===== src/rtl/cpc_pkg.sv =====
package cpc_pkg;

    typedef enum logic [1:0] {
        MODE_SINGLE = 2'd0,
        MODE_LEAD   = 2'd1,
        MODE_TAIL   = 2'd2
    } cpc_mode_e;

    typedef struct packed {
        logic pp;
        logic err_n;
    } cpc_out_t;

    function automatic cpc_mode_e cpc_decode(input logic pair, input logic second);
        if (!pair) begin
            return MODE_SINGLE;
        end else if (!second) begin
            return MODE_LEAD;
        end
        return MODE_TAIL;
    endfunction

endpackage


===== src/rtl/cpc_result.sv =====
module cpc_result
    import cpc_pkg::*;
(
    input  logic      clk,
    input  logic      rst_n,
    input  cpc_mode_e mode,
    input  logic      odd1,
    input  logic      p1,
    input  logic      v1,
    input  logic      odd2,
    input  logic      par_live,
    input  logic      v2,
    output logic      pp,
    output logic      err_n
);
    cpc_out_t out_d, out_q;
    logic     near_sum;
    logic     far_sum;

    assign near_sum = odd1 ^ p1;
    assign far_sum  = odd2 ^ par_live;

    always_comb begin
        out_d = out_q;
        unique case (mode)
            MODE_SINGLE: begin
                if (v1) begin
                    out_d.pp    = near_sum;
                    out_d.err_n = ~near_sum;
                end
            end
            MODE_LEAD: begin
                out_d.err_n = 1'b1;
                if (v1) begin
                    out_d.pp = near_sum;
                end
            end
            MODE_TAIL: begin
                // chained parity arrives one slot after the local word
                if (v2) begin
                    out_d.pp    = far_sum;
                    out_d.err_n = ~far_sum;
                end
            end
            default: out_d = out_q;
        endcase
    end

    always_ff @(posedge clk or negedge rst_n) begin
        if (!rst_n) begin
            out_q <= '{pp: 1'b0, err_n: 1'b1};
        end else begin
            out_q <= out_d;
        end
    end

    assign pp    = out_q.pp;
    assign err_n = out_q.err_n;

    // leading role never reports
    assert_lead_quiet_R4: assert property (@(posedge clk) disable iff (!rst_n)
        (mode == MODE_LEAD) |=> err_n);

endmodule


===== config.mk =====
export PLATFORM = sky130hd
export DESIGN_NAME = cpc_result
export DESIGN_NICKNAME = d
export VERILOG_FILES = /design/src/rtl/cpc_pkg.sv /design/src/rtl/cpc_result.sv
export SDC_FILE = /design/constraint.sdc
export NUM_CORES = 1
export LEC_CHECK = 0
export BUFFER_PORTS_ARGS = -buffer_cell sky130_fd_sc_hd__buf_2
export CORE_AREA = 2 2 39 41
export DETAILED_ROUTE_END_ITERATION = 8
export DIE_AREA = 0 0 41 43
export PLACE_DENSITY_LB_ADDON = 0.08
export SLEW_MARGIN = 20
export SYNTH_ARGS = -nofsm -noshare
export SYNTH_HDL_FRONTEND = slang
export SYNTH_SLANG_ARGS = --single-unit
export TNS_END_PERCENT = 20

===== constraint.sdc =====
create_clock -name clk -period 0.8 [get_ports clk]
set_input_delay 0.12 -clock clk [delete_from_list [all_inputs] [get_ports clk]]
set_output_delay 0.12 -clock clk [all_outputs]
set_load 0.05 [all_outputs]

* Word-level counts from Yosys, hierarchy flattened
Index checks and enable logic that the tools add are counted.
** Storage, ports and cells
- Register bits after elaboration :: 2
** Cells by class
- Bitwise logic cells :: 4
- Multiplexer cells :: 4
- Reductions and logical operators :: 4
- Equal/unequal tests :: 5
** Operator list (count)
- inequality test 2 bit, second input constant :: 3
- one-hot mux 2 bit (3 select lines) :: 1
- 2-to-1 mux 2 bit :: 2
- AND reduction 4 bit :: 1
- AND reduction 3 bit :: 1
- nonzero test 3 bit :: 1
- == test 2 x 1 -> 1 bit, second input constant :: 1
- == test 2 bit, second input constant :: 1
- zero test 2 bit :: 1
- NOT 1 bit :: 2
- bitwise XOR 1 bit :: 2
- 2-to-1 mux 1 bit :: 1

* Longest topological paths before layout
- Depth in word-level cells :: 4
- Depth in mapped cells :: 5
- Gate-level depth less buffers :: 5

* Worst setup path after synthesis
OpenSTA, ideal clock, no wires.
- Kind :: input -> register
- From :: in mode[0]
- To :: reg out_q (netlist bit pp)
- Cell stages on the path :: 5
- Path buffers :: 0
- Path slack :: -0.485 ns
- Arrival :: 1.157 ns
- Cell sequence :: inv_1 > ha_1 > or3b_1 > a21boi_1 > mux2_1
** On the way
- Word-level cells in the longest chain between the ends :: 3
- Elaborated cells on any way between the ends :: 9
- Those cells by class :: eq/ne (5); mux (1); reduce/logical (3)
** RTL lines
- start, declared :: line cpc_result.sv:6 : input cpc_mode_e mode,
- == test 2 x 1 -> 1 bit (tied with other cells) :: line cpc_result.sv:25 : unique case (mode)
- inequality test 2 bit (no source line) / nonzero test 3 bit (equally long branches)
- AND reduction 4 bit (no source line)
- end signal, assigned :: line cpc_result.sv:51 : out_q <= '{pp: 1'b0, err_n: 1'b1};
- end signal, assigned :: line cpc_result.sv:53 : out_q <= out_d;
- end, declared :: line cpc_result.sv:16 : cpc_out_t out_d, out_q;
Several ways; a longest one is shown, not always the timed one.
A chain may end at the register's enable or synchronous reset.

* Worst setup path in the final report
- From :: in mode[1]
- To :: reg out_q (netlist bit pp)
Same word-level chain as after synthesis.

==> results.yml <==
global_routing:
  grt.overflow.total: 0
  first_global_vias: 268
  grt_antenna_before_repair: 0
  maximum_number_of_pins_on_one_net_before_global_route_repair: 5
  grt_pass1_wl_um: 986
  overall_fraction_of_global_route_tracks_in_use_pct: 8.617
sta:
  timing_hold_violations_final: 0
  max_slew_margin_pct: 85.99
  min_period_ns: 1.132
  fin_ws_ns: -0.3322
  transition_at_the_pin_with_the_smallest_max_transition_slack_ns: 0.2079
  final-max-slew-violation-count: 0
  achievable-frequency_mhz: 883.2
  totalNegativeSetupSlack_ns: -0.7651
  fin_crit_sh_pct: 141.5
  worst_clock_skew_ns: 0
  setup_repair_after_global_routing_missed_its_margin: "true"
  report.final.setup_viol: 4
worst_setup_path:
  r2r_start: "err_n"
  setup.worst_path.start: "mode[1]"
  type_of_the_setup_path_with_the_least_slack: "in2reg"
  worst_ep_arrival_time_ns: 1.24
  critical_path.endpoint_type: "flip-flop"
  sort_of_element_at_the_start_of_the_critical_path: "primary input"
  critical_path.max_fanout: 2
  cp_data_required_time_ns: 0.91
routing:
  drt_drc_violations_left: 0
  route.detailed.vias_per_inst: 4.131
  route.vias.total: 252
  route.antenna.remaining_nets: 0
  wl_per_cell_um: 9.049
  detail_route.first_pass.iterations: 1
  wirelength_um: 552
  first_iter_violations: 0
flow_run:
  drv_cap: 0
finish:
  final_common_cell: "sky130_fd_sc_hd__buf_2"
  flow.area_growth_from_synthesis_pct: 128.1
  layout.core_utilization_pct: 35.26
  finished_layout_cells: 61
  antenna_cells: 0
  commonest_cells_after_routing_fill_and_taps_aside: "sky130_fd_sc_hd__buf_2, sky130_fd_sc_hd__buf_4, sky130_fd_sc_hd__ha_4, sky130_fd_sc_hd__clkbuf_4"
  post_route_cells_drive_above_1_share_pct: 68.89
  final_cell_area_um2: 488.0
  final_nets: 59
placed_design:
  dp_hpwl_um: 454.6
  place.port_buffers: 11
  postPlaceCellArea_um2: 391.6
  globalplace.congestion: 0.6310
  place.detailed.instances: 56
yosys:
  synth_seq_area_share_pct: 23.98
  ys_seq_elements: 2
  netlist_instances: 23
  post_synthesis_area_per_instance_um2: 9.302
  synth_nets: 36
  netlist_area_um2: 214.0
  ys_types: 18
  yosysWarnings: 0
floorplanning:
  floorplan.initialDensity_pct: 15.46
  die_h_um: 43
  die_x_um: 41
  design.die.area_um2: 1763
  ios: 12
  core_um2: 1384
  floorplan.rows: 14
clock_tree:
  tritoncts.num_buffers: 3
  post-cts-setup-buffers: 0
  cts_tree: "built"
  cts.clk_slew.worst_paths_ns: 0.03
  clk-insertion-delay-late_ns: 0.22
  htree_num_levels: 1
  number_of_sinks_driven_by_the_clock_tree: 2
  clock_tree.root_cell: "sky130_fd_sc_hd__clkbuf_4"
  clockBufferDepth: 2
power_and_ir_drop:
  clock_power_share_pct: 31.2
  static-leakage-power_nw: 0.2119
  switching_power_of_the_nets_mw: 0.2614
  power_switching_share_pct: 33.52
  power_density_nw_per_um2: 1598
  design_power_total_mw: 0.7799
  internal_power_component_mw: 0.5185
  share_seq_of_total_power_pct: 19.9
  vdd_ir_drop_max_mv: 0.6046
  combPwrFrac_pct: 48.9
status:
  failed_checks: "setup timing"
  outcome: "finished, violations left"
worst_hold_path:
  min_path_type: "in2async"
## power by group through the flow
stage / registers [mW] / clock network [mW] / logic [mW]
3_3_place_gp: 0.145 / 0 / 0.304
5_1_grt: 0.158 / 0.272 / 0.409
2_1_floorplan: 0.238 / 0 / 0.0978
6_report: 0.155 / 0.244 / 0.381
3_5_place_dp: 0.147 / 0 / 0.302
4_1_cts: 0.156 / 0.257 / 0.375
## sequential cells by signal, indices dropped and copies added, names as in the netlist
name / flops
err_n: 1
pp: 1
## per-layer routing
layer / GRT usage, % / part of all wire [%] / wire [um] / up-vias
li1: - / - / - / 127
met1: 7.987 / 38 / 212 / 119
met2: 14.37 / 57 / 312 / 6
met3: 3.141 / 4.9 / 27 / 0
met4: 6.000 / 0 / 0 / 0
met5: 0 / 0 / 0 / -
## stage by stage
step,worst slack (ns),hold WS [ns]
after floorplan,-0.4348,-0.1756
after global placement,-0.7447,-0.09605
after detailed placement,-0.7340,-0.09208
after CTS,-0.3368,0.1991
after global routing,-0.3616,0.2158
final,-0.3322,0.2074
## cells in the mapped netlist
cell,number,area (um2)
sky130_fd_sc_hd__a21boi_0,1,7.510
sky130_fd_sc_hd__a21boi_1,1,7.510
sky130_fd_sc_hd__and2b_1,1,7.510
sky130_fd_sc_hd__dfrtp_1,1,25.02
sky130_fd_sc_hd__dfstp_2,1,26.28
sky130_fd_sc_hd__ha_1,3,37.54
sky130_fd_sc_hd__inv_1,2,7.510
sky130_fd_sc_hd__mux2_1,1,11.26
sky130_fd_sc_hd__nand2_1,1,3.750
sky130_fd_sc_hd__nand2b_1,2,12.51
sky130_fd_sc_hd__nand3_1,1,5.000
sky130_fd_sc_hd__o2111ai_1,1,8.760
sky130_fd_sc_hd__o21ai_0,1,5.000
sky130_fd_sc_hd__o22ai_1,1,6.260
sky130_fd_sc_hd__o2bb2ai_1,1,8.760
sky130_fd_sc_hd__or3_2,1,7.510
sky130_fd_sc_hd__or3b_1,1,8.760
sky130_fd_sc_hd__xnor2_1,2,17.52
## area by class of cell
cell class	instances	area [um2]
clock buffers	4	26.28
fillers	150	895.9
inverters	2	27.53
multi-input cells	19	215.2
flip-flops and latches	2	51.30
well taps	16	20.02
repair buffers	18	147.6
## what timing repair did
action,CTS,global route
gates resized for setup,14,2
endpoints found under the setup margin,4,4
pin swaps,3,0
hold endpoints to repair,2,0
hold buffers,1,0
cloned,0,0
## worst paths after layout
check	end	slack [ns]	cells after the start
max in group asynchronous	err_n	0.40	2
min in group clk	err_n	0.32	4
setup reg to reg	err_n	-0.01	2
hold reg to reg	pp	0.53	1
hold / removal	pp	0.21	2
setup / recovery	pp	-0.33	6
## critical path, cell delays in order
cell	delay, ns
sky130_fd_sc_hd__buf_12	0.10
sky130_fd_sc_hd__inv_12	0.03
sky130_fd_sc_hd__ha_4	0.14
sky130_fd_sc_hd__or3b_1	0.38
sky130_fd_sc_hd__a21boi_2	0.16
sky130_fd_sc_hd__mux2_4	0.31
## cells by family (layout without fill, tap and decap cells)
logic type / count (synthesis) / in the layout / synth area share (%)
adders and majority gates: 3 / 3 / 17.55
muxes: 1 / 1 / 5.263
and+or+nand+nor: 7 / 7 / 21.05
buffers and inverters: 2 / 24 / 3.510
xor gates and xnor gates: 2 / 2 / 8.189
AOI/OAI and AO/OA: 6 / 6 / 20.47
DFF: 2 / 2 / 23.98
No activity file was read; power rests on OpenSTA's default activity.
